[config.mk]
export PLATFORM = sky130hd
export DESIGN_NAME = vpic_ctrl
export DESIGN_NICKNAME = d
export VERILOG_FILES = /design/src/rtl/vpic_pkg.sv /design/src/rtl/vpic_req_latch.sv /design/src/rtl/vpic_prio.sv /design/src/rtl/vpic_isr.sv /design/src/rtl/vpic_ack_fsm.sv /design/src/rtl/vpic_ctrl.sv
export SDC_FILE = /design/constraint.sdc
export NUM_CORES = 1
export LEC_CHECK = 0
export BUFFER_PORTS_ARGS = -buffer_cell sky130_fd_sc_hd__buf_2
export CAP_MARGIN = 20
export CORE_ASPECT_RATIO = 0.5
export CORE_MARGIN = 2
export CORE_UTILIZATION = 40
export CTS_CLUSTER_SIZE = 20
export DETAILED_ROUTE_END_ITERATION = 6
export GPL_TIMING_DRIVEN = 0
export PLACE_DENSITY = 0.58
export SLEW_MARGIN = 25
export SYNTH_ARGS = -nofsm -noshare
export SYNTH_HDL_FRONTEND = slang
export SYNTH_HIERARCHICAL = 1
export SYNTH_SLANG_ARGS = --single-unit
[constraint.sdc]
create_clock -name clk -period 5.8 [get_ports clk]
set_input_delay 1.16 -clock clk [delete_from_list [all_inputs] [get_ports clk]]
set_output_delay 1.16 -clock clk [all_outputs]
set_load 0.02 [all_outputs]
[src/rtl/vpic_pkg.sv]
package vpic_pkg;

  typedef enum logic [1:0] {
    ACK_IDLE   = 2'd0,
    ACK_FROZEN = 2'd1,
    ACK_VECTOR = 2'd2
  } ack_state_e;

  localparam logic [1:0] ADDR_MASK = 2'd0;
  localparam logic [1:0] ADDR_MODE = 2'd1;
  localparam logic [1:0] ADDR_BASE = 2'd2;
  localparam logic [1:0] ADDR_CMD  = 2'd3;
  localparam int         CMD_EOI_BIT = 5;

endpackage

[src/rtl/vpic_req_latch.sv]
module vpic_req_latch #(
  parameter int NUM_LINES = 8
) (
  input  logic                 clk,
  input  logic                 rst_n,
  input  logic [NUM_LINES-1:0] irq_i,
  input  logic [NUM_LINES-1:0] level_i,
  input  logic [NUM_LINES-1:0] clr_i,
  output logic [NUM_LINES-1:0] irr_o
);

  logic [NUM_LINES-1:0] prev_q;
  logic [NUM_LINES-1:0] irr_q;
  logic [NUM_LINES-1:0] rise;
  logic [NUM_LINES-1:0] set_v;

  assign rise = irq_i & ~prev_q;

  genvar g;
  generate
    for (g = 0; g < NUM_LINES; g++) begin : g_line
      assign set_v[g] = level_i[g] ? irq_i[g] : rise[g];
    end
  endgenerate

  always_ff @(posedge clk or negedge rst_n) begin
    if (!rst_n) begin
      prev_q <= '0;
      irr_q  <= '0;
    end else begin
      prev_q <= irq_i;
      irr_q  <= (irr_q & ~clr_i) | set_v;
    end
  end

  assign irr_o = irr_q;

  // an edge-mode rising transition leaves the request bit set
  a_r2_edge_latches: assert property (@(posedge clk) disable iff (!rst_n)
    ((rise & ~level_i) != '0) |=>
      ((irr_o & $past(rise & ~level_i)) == $past(rise & ~level_i)));

  // a level-mode high line leaves the request bit set
  a_r3_level_latches: assert property (@(posedge clk) disable iff (!rst_n)
    ((irq_i & level_i) != '0) |=>
      ((irr_o & $past(irq_i & level_i)) == $past(irq_i & level_i)));

endmodule

[src/rtl/vpic_prio.sv]
module vpic_prio #(
  parameter int NUM_LINES = 8,
  parameter int ID_W      = $clog2(NUM_LINES)
) (
  input  logic [NUM_LINES-1:0] irr_i,
  input  logic [NUM_LINES-1:0] imr_i,
  input  logic [NUM_LINES-1:0] isr_i,
  output logic                 found_o,
  output logic [ID_W-1:0]      id_o
);

  always_comb begin
    logic blocked;
    blocked = 1'b0;
    found_o = 1'b0;
    id_o    = '0;
    for (int i = 0; i < NUM_LINES; i++) begin
      blocked = blocked | isr_i[i];
      if (!found_o && !blocked && irr_i[i] && !imr_i[i]) begin
        found_o = 1'b1;
        id_o    = ID_W'(i);
      end
    end
  end

  // a granted line is always a pending, unmasked one
  always_comb begin
    if (found_o) begin
      a_r4_grant_unmasked: assert (irr_i[id_o] && !imr_i[id_o]);
    end
  end

endmodule

[src/rtl/vpic_isr.sv]
module vpic_isr #(
  parameter int NUM_LINES = 8
) (
  input  logic                 clk,
  input  logic                 rst_n,
  input  logic [NUM_LINES-1:0] ack_set_i,
  input  logic                 eoi_i,
  output logic [NUM_LINES-1:0] isr_o
);

  logic [NUM_LINES-1:0] isr_q;
  logic [NUM_LINES-1:0] lowest;
  logic [NUM_LINES-1:0] retire;

  assign lowest = isr_q & (~isr_q + NUM_LINES'(1));
  assign retire = eoi_i ? lowest : '0;

  always_ff @(posedge clk or negedge rst_n) begin
    if (!rst_n) isr_q <= '0;
    else        isr_q <= (isr_q & ~retire) | ack_set_i;
  end

  assign isr_o = isr_q;

  // an acknowledge leaves its in-service bit set
  a_r9_ack_sets_isr: assert property (@(posedge clk) disable iff (!rst_n)
    (ack_set_i != '0) |=> ((isr_o & $past(ack_set_i)) == $past(ack_set_i)));

  // an end of interrupt retires exactly one in-service bit
  a_r10_eoi_one_bit: assert property (@(posedge clk) disable iff (!rst_n)
    (eoi_i && isr_o != '0 && ack_set_i == '0) |=>
      ($countones(isr_o) + 1 == $countones($past(isr_o))));

endmodule

[src/rtl/vpic_ack_fsm.sv]
module vpic_ack_fsm
  import vpic_pkg::*;
#(
  parameter int NUM_LINES = 8,
  parameter int VEC_W     = 8,
  parameter int ID_W      = $clog2(NUM_LINES),
  parameter int BASE_W    = VEC_W - ID_W
) (
  input  logic                 clk,
  input  logic                 rst_n,
  input  logic                 inta_i,
  input  logic                 found_i,
  input  logic [ID_W-1:0]      id_i,
  input  logic [BASE_W-1:0]    base_i,
  input  logic                 vec_ready_i,
  output logic                 busy_o,
  output logic [NUM_LINES-1:0] ack_set_o,
  output logic [VEC_W-1:0]     vec_o,
  output logic                 vec_valid_o
);

  ack_state_e         state_q;
  logic               hold_found_q;
  logic [ID_W-1:0]    hold_id_q;
  logic [VEC_W-1:0]   vec_q;
  logic               second_pulse;

  assign second_pulse = (state_q == ACK_FROZEN) && inta_i;

  always_ff @(posedge clk or negedge rst_n) begin
    if (!rst_n) begin
      state_q      <= ACK_IDLE;
      hold_found_q <= 1'b0;
      hold_id_q    <= '0;
      vec_q        <= '0;
    end else begin
      unique case (state_q)
        ACK_IDLE: if (inta_i) begin
          state_q      <= ACK_FROZEN;
          hold_found_q <= found_i;
          hold_id_q    <= found_i ? id_i : '1;
        end
        ACK_FROZEN: if (inta_i) begin
          state_q <= ACK_VECTOR;
          vec_q   <= {base_i, hold_id_q};
        end
        ACK_VECTOR: if (vec_ready_i) state_q <= ACK_IDLE;
        default: state_q <= ACK_IDLE;
      endcase
    end
  end

  assign ack_set_o   = (second_pulse && hold_found_q) ?
                       (NUM_LINES'(1) << hold_id_q) : '0;
  assign busy_o      = (state_q != ACK_IDLE);
  assign vec_valid_o = (state_q == ACK_VECTOR);
  assign vec_o       = vec_q;

  // a waiting vector keeps valid and data until accepted
  a_r8_vec_hold: assert property (@(posedge clk) disable iff (!rst_n)
    (vec_valid_o && !vec_ready_i) |=> (vec_valid_o && $stable(vec_o)));

  // at most one line is acknowledged at a time
  a_r9_one_ack: assert property (@(posedge clk) disable iff (!rst_n)
    $onehot0(ack_set_o));

endmodule

[src/rtl/vpic_ctrl.sv]
module vpic_ctrl
  import vpic_pkg::*;
#(
  parameter int NUM_LINES = 8,
  parameter int VEC_W     = 8
) (
  input  logic                 clk,
  input  logic                 rst_n,
  input  logic [NUM_LINES-1:0] irq_i,
  input  logic                 wr_en_i,
  input  logic [1:0]           wr_addr_i,
  input  logic [VEC_W-1:0]     wr_data_i,
  input  logic                 inta_i,
  output logic                 intr_o,
  output logic [VEC_W-1:0]     vec_o,
  output logic                 vec_valid_o,
  input  logic                 vec_ready_i
);

  localparam int ID_W   = $clog2(NUM_LINES);
  localparam int BASE_W = VEC_W - ID_W;

  logic [NUM_LINES-1:0] imr_q;
  logic [NUM_LINES-1:0] lvl_q;
  logic [BASE_W-1:0]    base_q;
  logic [NUM_LINES-1:0] irr;
  logic [NUM_LINES-1:0] isr;
  logic [NUM_LINES-1:0] ack_set;
  logic                 found;
  logic [ID_W-1:0]      win_id;
  logic                 busy;
  logic                 eoi;

  always_ff @(posedge clk or negedge rst_n) begin
    if (!rst_n) begin
      imr_q  <= '1;
      lvl_q  <= '0;
      base_q <= '0;
    end else if (wr_en_i) begin
      unique case (wr_addr_i)
        ADDR_MASK: imr_q  <= wr_data_i[NUM_LINES-1:0];
        ADDR_MODE: lvl_q  <= wr_data_i[NUM_LINES-1:0];
        ADDR_BASE: base_q <= wr_data_i[VEC_W-1:ID_W];
        default: ;
      endcase
    end
  end

  assign eoi = wr_en_i && (wr_addr_i == ADDR_CMD) && wr_data_i[CMD_EOI_BIT];

  vpic_req_latch #(.NUM_LINES(NUM_LINES)) u_latch (
    .clk     (clk),
    .rst_n   (rst_n),
    .irq_i   (irq_i),
    .level_i (lvl_q),
    .clr_i   (ack_set),
    .irr_o   (irr)
  );

  vpic_prio #(.NUM_LINES(NUM_LINES), .ID_W(ID_W)) u_prio (
    .irr_i   (irr),
    .imr_i   (imr_q),
    .isr_i   (isr),
    .found_o (found),
    .id_o    (win_id)
  );

  vpic_isr #(.NUM_LINES(NUM_LINES)) u_isr (
    .clk       (clk),
    .rst_n     (rst_n),
    .ack_set_i (ack_set),
    .eoi_i     (eoi),
    .isr_o     (isr)
  );

  vpic_ack_fsm #(
    .NUM_LINES(NUM_LINES), .VEC_W(VEC_W), .ID_W(ID_W), .BASE_W(BASE_W)
  ) u_ack (
    .clk         (clk),
    .rst_n       (rst_n),
    .inta_i      (inta_i),
    .found_i     (found),
    .id_i        (win_id),
    .base_i      (base_q),
    .vec_ready_i (vec_ready_i),
    .busy_o      (busy),
    .ack_set_o   (ack_set),
    .vec_o       (vec_o),
    .vec_valid_o (vec_valid_o)
  );

  assign intr_o = found && !busy;

  // the interrupt output is only driven by unmasked pending requests
  a_r4_masked_no_intr: assert property (@(posedge clk) disable iff (!rst_n)
    intr_o |-> ((irr & ~imr_q) != '0));

  // a first strobe while interrupting drops the output
  a_r7_intr_drops: assert property (@(posedge clk) disable iff (!rst_n)
    (inta_i && intr_o) |=> !intr_o);

endmodule

==> reports/metrics.yaml, run 1 <==
initial_utilization: 0.4167
grt_max_degree: 60
fin_nets: 259
syn_avg_cell_area_um2: 13.24
path_max_fanout: 9
core_um2: 6131
utilization: 0.5055
placed_area_um2: 2828
post-route-min-period_ns: 3.491
wl_per_cell_um: 15.19
timing.fmax_mhz: 286.5
cp_slowest_stage_delay_ns: 0.59
synth_compound_area_frac: 0.07689
holdCritPathClass: "reg2reg"
dp_cells: 313
clockBufferDepth: 2
yosys.area_share.simple: 0.1675
synth_nets: 216
cts_made_buffers: 9
fill_cells: 543
grt_overflow: 0
worstPathRequired_ns: 4.64
routed_wl_um: 4983
mappedNetlistArea_um2: 2555
cp_top_family: "simple AND/OR/NAND/NOR gates"
synth-adder-area-share: 0
vias: 1636
async_flop_share: 1.000
hpwlAfterDp_um: 3496
critPathBufInv: 1
via_per_inst: 4.988
htree_levels: 3
drv_slew: 0
postCtsSetupRepairBufs: 0
end_kind: "primary output"
crit_path_start_kind: "register"
final_cell_mix: "dfrtp_1, buf_2, mux2_2"
ys.flop_type: "dfrtp_1"
clockRootBuffer: "clkbuf_16"
design_area_um2: 3099
ir_drop_mv: 0.2425
cp_cell_sequence: "or4_4 -> nor3_1 -> or2_2 -> nand3b_1 -> nor2b_1 -> buf_2"
cts_tree: "yes"
p_leak_nw: 1.361
ys_seq_area_frac: 0.5818
synthCells: 193
worstSkewPairLatency_ns: 0.33
cts_resized: 0
synth.distinct_cells: 40
finalSetupTns_ns: 0
first_pass_iters: 4
cp.arrival_ns: 2.33
yosys_warnings: 6
drive_above_1_share: 0.4333
drt_iter0_drc: 104
slew-limit-headroom: 0.5198
fin_crit_sh: 0.6019
die_w_um: 117.0
clock-skew-final_ns: 0.005480
clk_pin_slew_ns: 0.05
grt_first_pass_wirelength_um: 8183
synth_top_family_by_area: "simple AND/OR/NAND/NOR gates"
cts_sinks: 59
fin_cells: 328
area.growth.synth_to_final_pct: 21.30
gp_routability_congestion: 0.8721
grt_usage: 0.1657
setup-violations-final: 0
crit_slowest_cell: "or4_4"
synth-seq-cells: 59
die-area_um2: 7082
tightest_slew_ns: 0.7203
postRouteAntennaNets: 0
num_io_pins: 33
die_h_um: 60.52
synth_edf_count: 0
synth_xor_area_frac: 0.003428
rsz0062_at_grt: "no"
path_class: "reg2out"
final_common_cell: "dfrtp_1"
ctsHoldBuffers: 0
muxShareOfSynthArea: 0.1469
fp-row-count: 20
hold_viol: 0
placement.io_buffers: 32
antenna_found_initial: 0
power_density_nw_per_um2: 496.9
drc: 0
maxCapViolations: 0
grt_pass1_vias: 1595
outcome: "finished, final reports clean"
diodes: 0
==> where the power goes <==
part / internal, mW / switching [mW]
Sequential: 0.533 / 0.0999
Clock: 0.306 / 0.167
Combinational: 0.216 / 0.217
Total: 1.06 / 0.484
==> cell usage after synthesis (all sizes together), types with 4 or more instances <==
library cell / count / area share
nor2: 4 / 0.0059
mux2: 32 / 0.15
nand2: 5 / 0.0073
a22o: 9 / 0.031
o21ai: 5 / 0.0098
dfstp: 8 / 0.082
a21o: 4 / 0.013
inv: 12 / 0.018
nand2b: 21 / 0.051
nor4: 5 / 0.015
dfrtp: 51 / 0.50
nor3: 7 / 0.014
nand3b: 4 / 0.015
==> area by class of cell <==
cell class | instances | area, um^2 | share of cell area
tap | 88 | 110.1 | 0.03553
clock buffer | 12 | 256.5 | 0.08276
inverter | 12 | 45.04 | 0.01453
timing repair buffer | 32 | 162.7 | 0.05248
multi-input combinational | 120 | 1008 | 0.3254
buffer | 2 | 15.01 | 0.004845
clock inverter | 3 | 15.01 | 0.004845
sequential | 59 | 1486 | 0.4796
==> through the flow <==
| stage | power [mW] | hold WS (ns) | setup slack [ns] |
|---|---|---|---|
| 2_1_floorplan | 0.9340 | 0.4641 | 2.773 |
| 3_3_place_gp | 1.052 | 0.4664 | 2.707 |
| 3_5_place_dp | 1.068 | 0.4759 | 2.672 |
| 4_1_cts | 1.556 | 0.4863 | 2.307 |
| 5_1_grt | 1.629 | 0.4929 | 2.165 |
| 6_report | 1.540 | 0.4929 | 2.309 |
==> registers in the layout, summed over array words and instances (netlist names) <==
register and cells:
base_q 5, u_ack/vec_o 8, u_latch/prev_q 8, u_ack/hold_id_q 3
u_ack/hold_found_q 1, u_latch/irr_o 8, u_ack/state_q 2, imr_q 8
u_isr/isr_o 8, lvl_q 8
==> final timing paths <==
| kind | startpoint | end | slack (ns) | cells past startpoint |
|---|---|---|---|---|
| worst max-delay path | u_isr/isr_o[0] | intr_o | 2.31 | 6 |
| worst min-delay path | lvl_q[6] | lvl_q[6] | 0.49 | 1 |
| worst max register to register | u_isr/isr_o[0] | u_ack/hold_id_q[1] | 3.54 | 6 |
| worst min register to register | lvl_q[6] | lvl_q[6] | 0.49 | 1 |
| max in group asynchronous | rst_n | u_ack/vec_o[0] | 4.42 | 1 |
| min in group asynchronous | rst_n | u_latch/prev_q[4] | 0.90 | 1 |
==> cell families after synthesis <==
kind of cell              count (synthesis)
AOI/OAI and AO/OA                        25
xor gates and xnor gates                  1
buffers and inverters                    14
DFF                                      59
muxes                                    32
and+or+nand+nor                          62
==> per-layer routing <==
| layer | GRT usage | up-vias | part of all wire |
|---|---|---|---|
| li1 | - | 782 | - |
| met5 | 0 | - | 0 |
| met1 | 0.2366 | 801 | 0.54 |
| met3 | 0.08991 | 6 | 0.064 |
| met4 | 0.05042 | 0 | 0.010 |
| met2 | 0.2139 | 47 | 0.39 |
Note: power is estimated with default switching activity, not from simulation.
==> run 2, diff against run 1 <==
ABC_AREA = 1   (was not set)
PLACE_DENSITY = 0.59   (was 0.58)
clock period = 3.1 ns   (was 5.8 ns; I/O delays follow)
==> reports/metrics.yaml, run 2 <==
outcome: "finished, final reports clean"  # unchanged
worstSkewPairLatency_ns: 0.32  # was 0.33 ns
path_common_cell: "nor2_4"
drive_above_1_share: 0.2427  # was 0.4333
power_density_nw_per_um2: 904.0  # was 496.9 nW/um^2
grt_pass1_vias: 2141  # was 1,595
postCtsSetupRepairBufs: 0  # unchanged
muxShareOfSynthArea: 0  # was 0.1469
die-area_um2: 7796  # was 7082 um^2
die_w_um: 122.9  # was 117.0 um
yosys.area_share.simple: 0.3546  # was 0.1675
path_class: "reg2out"  # unchanged
clk_pin_slew_ns: 0.05  # about the same
yosys_warnings: 6  # unchanged
via_per_inst: 4.650  # was 4.988
post-route-min-period_ns: 2.511
die_h_um: 63.44  # was 60.52 um
fin_crit_sh: 0.8101
critical_path.endpoint: "intr_o"  # unchanged
holdCritPathClass: "in2async"  # was reg2reg
path_max_fanout: 6  # was 9
slew-limit-headroom: 0.5216  # was 0.5198
r2r-end: "u_ack/hold_id_q[1]"  # unchanged
cts_sinks: 59  # unchanged
async_flop_share: 1.000  # unchanged
synth_nets: 356  # was 216
clock-skew-final_ns: 0.004810  # was 0.005480 ns
drc: 0  # unchanged
hpwlAfterDp_um: 4409  # was 3496 um
syn_avg_cell_area_um2: 8.488  # was 13.24 um^2
antenna_found_initial: 0  # unchanged
cts_tree: "yes"  # unchanged
end_kind: "primary output"  # unchanged
final_cell_mix: "nand2_1, dfrtp_1, inv_1"  # was dfrtp_1, buf_2, mux2_2
worstSetupStartpoint: "u_isr/isr_o[0]"  # unchanged
grt_first_pass_wirelength_um: 10190  # was 8183 um
cts_resized: 0  # unchanged
r2r-start: "u_isr/isr_o[0]"  # unchanged
clockBufferDepth: 2  # unchanged
holdWs_ns: 0.3506  # was 0.4929 ns
rsz0062_at_grt: "no"  # unchanged
ys.flop_type: "dfrtp_1"  # unchanged
seq_area_um2: 1486  # unchanged
grt_overflow: 0  # unchanged
reg2reg_slack_ns: 1.44  # was 3.54 ns
crit_slowest_cell: "dfrtp_1"  # was or4_4
clockRootBuffer: "clkbuf_16"  # unchanged
ff2ff_path_depth: 10  # was 6
fin_nets: 397  # was 259
fill_cells: 629  # was 543
drt_iter0_drc: 167  # was 104
yosys.area.top_type: "dfrtp_1"  # unchanged
multi_input_area_um2: 1106  # was 1008 um^2
gp_routability_congestion: 0.8546  # was 0.8721
placement.io_buffers: 30  # was 32
htree_levels: 3  # unchanged
first_pass_iters: 4  # unchanged
hold_viol: 0  # unchanged
diodes: 0  # unchanged
wl_per_cell_um: 12.37  # was 15.19 um
synth_compound_area_frac: 0.03674  # was 0.07689
maxCapViolations: 0  # unchanged
final_common_cell: "nand2_1"  # was dfrtp_1
synth_edf_count: 0  # unchanged
synthTopCellsByCount: "nand2_1, dfrtp_1, inv_1"  # was dfrtp_1, mux2_2, nand2b_1
synthTopCellsByArea: "dfrtp_1, nand2_1, dfstp_2, inv_1, nand4_1"  # was dfrtp_1, mux2_2, dfstp_2, nand2b_1, a22o_1
cp.arrival_ns: 1.89  # was 2.33 ns
setup-violations-final: 0  # unchanged
synthCells: 333  # was 193
synth.distinct_cells: 27  # was 40
vias: 2190  # was 1,636
synth-seq-cells: 59  # unchanged
finalSetupTns_ns: 0  # unchanged
synth_top_family_by_area: "simple AND/OR/NAND/NOR gates"  # unchanged
core_um2: 6753  # was 6131 um^2
ys_seq_area_frac: 0.5259  # was 0.5818
ctsHoldBuffers: 0  # unchanged
cp_slowest_stage_delay_ns: 0.46  # was 0.59 ns
tightest_slew_ns: 0.7177  # was 0.7203 ns
yosysTopAreaCellShare: 0.4515  # was 0.4995
cp_cell_sequence: "nor2_4 -> nand3_2 -> nor2_4 -> nand2_1 -> nand3_2 -> nor2_4 -> nand3b_1 -> inv_1 -> nor2_1 -> buf_2"  # was or4_4 -> nor3_1 -> or2_2 -> nand3b_1 -> nor2b_1 -> buf_2
synth-adder-area-share: 0  # unchanged
p_leak_nw: 1.762  # was 1.361 nW
worstPathRequired_ns: 2.48  # was 4.64 ns
grt_usage: 0.1763  # was 0.1657
initial_utilization: 0.4186  # was 0.4167
area.growth.synth_to_final_pct: 20.27  # was 21.30%
drv_slew: 0  # unchanged
cts_made_buffers: 9  # unchanged
timing.fmax_mhz: 398.2
synth.most_common_cell: "nand2_1"  # was dfrtp_1
synth_xor_area_frac: 0  # was 0.003428
routed_wl_um: 5828  # was 4983 um
fp-row-count: 21  # was 20
postRouteAntennaNets: 0  # unchanged
num_io_pins: 33  # unchanged
crit_path_start_kind: "register"  # unchanged
mappedNetlistArea_um2: 2826  # was 2555 um^2
grt_max_degree: 60  # unchanged
ir_drop_mv: 0.3837  # was 0.2425 mV
[run 2: through the flow]
step                      instance area [um^2]  cells  utilization  power, mW  setup slack, ns
after floorplan                           2826    333            -      1.844            1.017
after global placement                    3092    455       0.4578      2.066           0.9144
after detailed placement                  3094    455       0.4582      2.099           0.9030
after CTS                                 3400    471       0.5034      3.114           0.5458
after global routing                      3400    471       0.5034      3.297           0.4020
final                                     3400    471       0.5034      3.073           0.5887
[run 2: critical path: cells and delay by family (launching register included)]
| kind | cells | cell delay [ns] |
|---|---|---|
| simple gates | 8 | 0.89 |
| flops | 1 | 0.46 |
| buf+inv | 2 | 0.22 |
[run 2: where the power goes]
group | total, mW | switching (mW) | internal [mW]
Sequential | 1.13 | 0.157 | 0.969
Combinational | 0.955 | 0.616 | 0.339
Clock | 0.993 | 0.330 | 0.663
[run 2: layer usage]
layer,share of wire,GRT usage,vias to the layer above
met1,0.52,0.2587,1013
met2,0.41,0.2258,47
met3,0.051,0.06612,8
li1,-,-,1122
met5,0,0,-
met4,0.014,0.08046,0
[run 2: cell type report]
cell class                      instances  share of cell area
Inverter                               48             0.05300
Clock buffer                           12             0.07545
Buffer                                  6             0.01583
Clock inverter                          4             0.01435
Multi-Input combinational cell        220              0.3254
Tap cell                               92             0.03386
Sequential cell                        59              0.4372
Timing Repair Buffer                   30             0.04490
[run 2: how the worst min path moves through the flow]
stage / start / endpoint / slack [ns]
global placement: lvl_q[4] / lvl_q[4] / 0.46
finish: rst_n / lvl_q[0] / 0.35
global route: irq_i[3] / u_latch/prev_q[3] / 0.40
floorplan: rst_n / base_q[0] / 0.32
detailed placement: imr_q[2] / imr_q[2] / 0.46
CTS: rst_n / lvl_q[2] / 0.38
[run 2: kinds of logic after synthesis]
logic type             after synthesis
and+or+nand+nor                    202
DFF                                 59
AOI/OAI and AO/OA                   18
buffers and inverters               54
==> run 3, diff against run 2 <==
ABC_AREA = 0   (was 1)
PLACE_DENSITY = 0.58   (was 0.59)
clock period = 2.6 ns   (was 3.1 ns; I/O delays follow)
==> reports/metrics.yaml, run 3 (same netlist as run 1, synthesis figures left out) <==
dp_cells: 313  # was 455
critPathBufInv: 3  # was 2
holdWs_ns: 0.2516  # was 0.3506 ns
fin_ws_ns: 0.005379  # was 0.5887 ns
drc: 0  # unchanged
hold_viol: 0  # unchanged
grt_max_degree: 60  # unchanged
num_io_pins: 33  # unchanged
fin_nets: 265  # was 397
clockBufferDepth: 2  # unchanged
initial_utilization: 0.4167  # was 0.4186
drive_above_1_share: 0.4634  # was 0.2427
cts_made_buffers: 9  # unchanged
drt_iter0_drc: 108  # was 167
diodes: 0  # unchanged
r2r-start: "u_isr/isr_o[1]"  # was u_isr/isr_o[0]
slew-limit-headroom: 0.5146  # was 0.5216
tightest_slew_ns: 0.7281  # was 0.7177 ns
vias: 1664  # was 2,190
first_pass_iters: 4  # unchanged
utilization: 0.5176  # was 0.5034
cts_tree: "yes"  # unchanged
htree_levels: 3  # unchanged
gp_routability_congestion: 0.8721  # was 0.8546
routed_wl_um: 5125  # was 5828 um
via_per_inst: 4.982  # was 4.650
cp_cell_sequence: "buf_4 -> or4b_1 -> nand2_1 -> inv_1 -> nand3b_1 -> nor2b_1 -> buf_4"  # was nor2_4 -> nand3_2 -> nor2_4 -> nand2_1 -> nand3_2 -> nor2_4 -> nand3b_1 -> inv_1 -> nor2_1 -> buf_2
crit_path_start_kind: "register"  # unchanged
die-area_um2: 7082  # was 7796 um^2
cp_slowest_stage_delay_ns: 0.53  # was 0.46 ns
power_density_nw_per_um2: 1125  # was 904.0 nW/um^2
crit_slowest_cell: "or4b_1"  # was dfrtp_1
fp-row-count: 20  # was 21
clock-skew-final_ns: 0.004921  # was 0.004810 ns
final_common_cell: "dfrtp_1"  # was nand2_1
postRouteAntennaNets: 0  # unchanged
maxCapViolations: 0  # unchanged
area.growth.synth_to_final_pct: 24.19  # was 20.27%
die_h_um: 60.52  # was 63.44 um
cp_top_family: "simple AND/OR/NAND/NOR gates"  # unchanged
ir_drop_mv: 0.5422  # was 0.3837 mV
cp.arrival_ns: 2.07  # was 1.89 ns
outcome: "finished, final reports clean"  # unchanged
grt_first_pass_wirelength_um: 8314  # was 10,190 um
fin_crit_sh: 0.9979
wl_per_cell_um: 15.34  # was 12.37 um
ctsHoldBuffers: 0  # unchanged
die_w_um: 117.0  # was 122.9 um
setup-violations-final: 0  # unchanged
hpwlAfterDp_um: 3496  # was 4409 um
drv_slew: 0  # unchanged
clk_pin_slew_ns: 0.05  # about the same
rsz0062_at_grt: "yes"  # was no
placement.io_buffers: 32  # was 30
grt_overflow: 0  # unchanged
worstSetupStartpoint: "u_isr/isr_o[1]"  # was u_isr/isr_o[0]
post-route-min-period_ns: 2.595
path_class: "reg2out"  # unchanged
grt_pass1_vias: 1622  # was 2,141
worstSkewPairLatency_ns: 0.33  # was 0.32 ns
holdCritPathClass: "in2async"  # unchanged
antenna_found_initial: 0  # unchanged
path_common_cell: "buf_4"  # was nor2_4
grt_usage: 0.1681  # was 0.1763
timing.fmax_mhz: 385.4
end_kind: "primary output"  # unchanged
p_leak_nw: 1.392  # was 1.762 nW
worstPathRequired_ns: 2.08  # was 2.48 ns
clockRootBuffer: "clkbuf_16"  # unchanged
fin_cells: 334  # was 471
path_max_fanout: 4  # was 6
cts_sinks: 59  # unchanged
core_um2: 6131  # was 6753 um^2
place_ws_ns: 0.1124  # was 0.9030 ns
final_cell_mix: "dfrtp_1, buf_2, mux2_2"  # was nand2_1, dfrtp_1, inv_1
[run 3: changes by cell type in the layout (fill, tap and decap cells not counted), sizes merged, moves of 17 or more]
cell | before | now
nor2 | 34 | 4
mux2 | 0 | 32
nand4 | 17 | 0
nand2b | 0 | 21
inv | 48 | 12
nand2 | 126 | 5
nand3 | 20 | 1
[run 3: area by class of cell]
| class | instances | area [um^2] |
|---|---|---|
| well taps | 88 | 110.1 |
| fillers | 531 | 2958 |
| multi-input cells | 120 | 1033 |
| flip-flops and latches | 59 | 1488 |
| inverters | 12 | 45.04 |
| repair buffers | 38 | 210.2 |
| clock buffers | 12 | 256.5 |
| clock inverters | 3 | 15.01 |
| plain buffers | 2 | 15.01 |
[run 3: worst paths after layout]
kind | slack (ns) | cells after the start | to
min in group clk | 0.31 | 1 | u_latch/prev_q[2]
worst min register to register | 0.49 | 1 | lvl_q[6]
worst max register to register | 0.34 | 6 | u_ack/hold_id_q[1]
worst min-delay path | 0.25 | 1 | base_q[1]
max in group asynchronous | 1.82 | 1 | u_isr/isr_o[0]
worst max-delay path | 0.005 | 7 | intr_o
[run 3: timing repair]
action                                  4_1_cts  5_1_grt
endpoints found under the setup margin        1        1
pin swaps                                     2        1
resized for setup                             5        3
setup buffers                                 5        1
[run 3: stage by stage]
step	power [mW]	area, um^2	setup TNS [ns]
after global routing	3.771	3173	-0.08448
after floorplan	2.084	2555	0
after detailed placement	2.382	2828	0
final	3.569	3173	0
after global placement	2.348	2825	0
after CTS	3.563	3152	0
[run 3: where the power goes]
| group | internal [mW] | switching, mW |
|---|---|---|
| sequential | 1.19 | 0.213 |
| combinational | 0.570 | 0.533 |
| clock | 0.683 | 0.378 |
| total | 2.44 | 1.12 |
[run 3: per-layer routing]
metal  routed length [um]  vias to the layer above  global-route usage
li1                     -                      794                   -
met1                 2673                      823              0.2386
met2                 2036                       40              0.2164
met3                  352                        7             0.09291
met4                   63                        0             0.05378
met5                    0                        -                   0
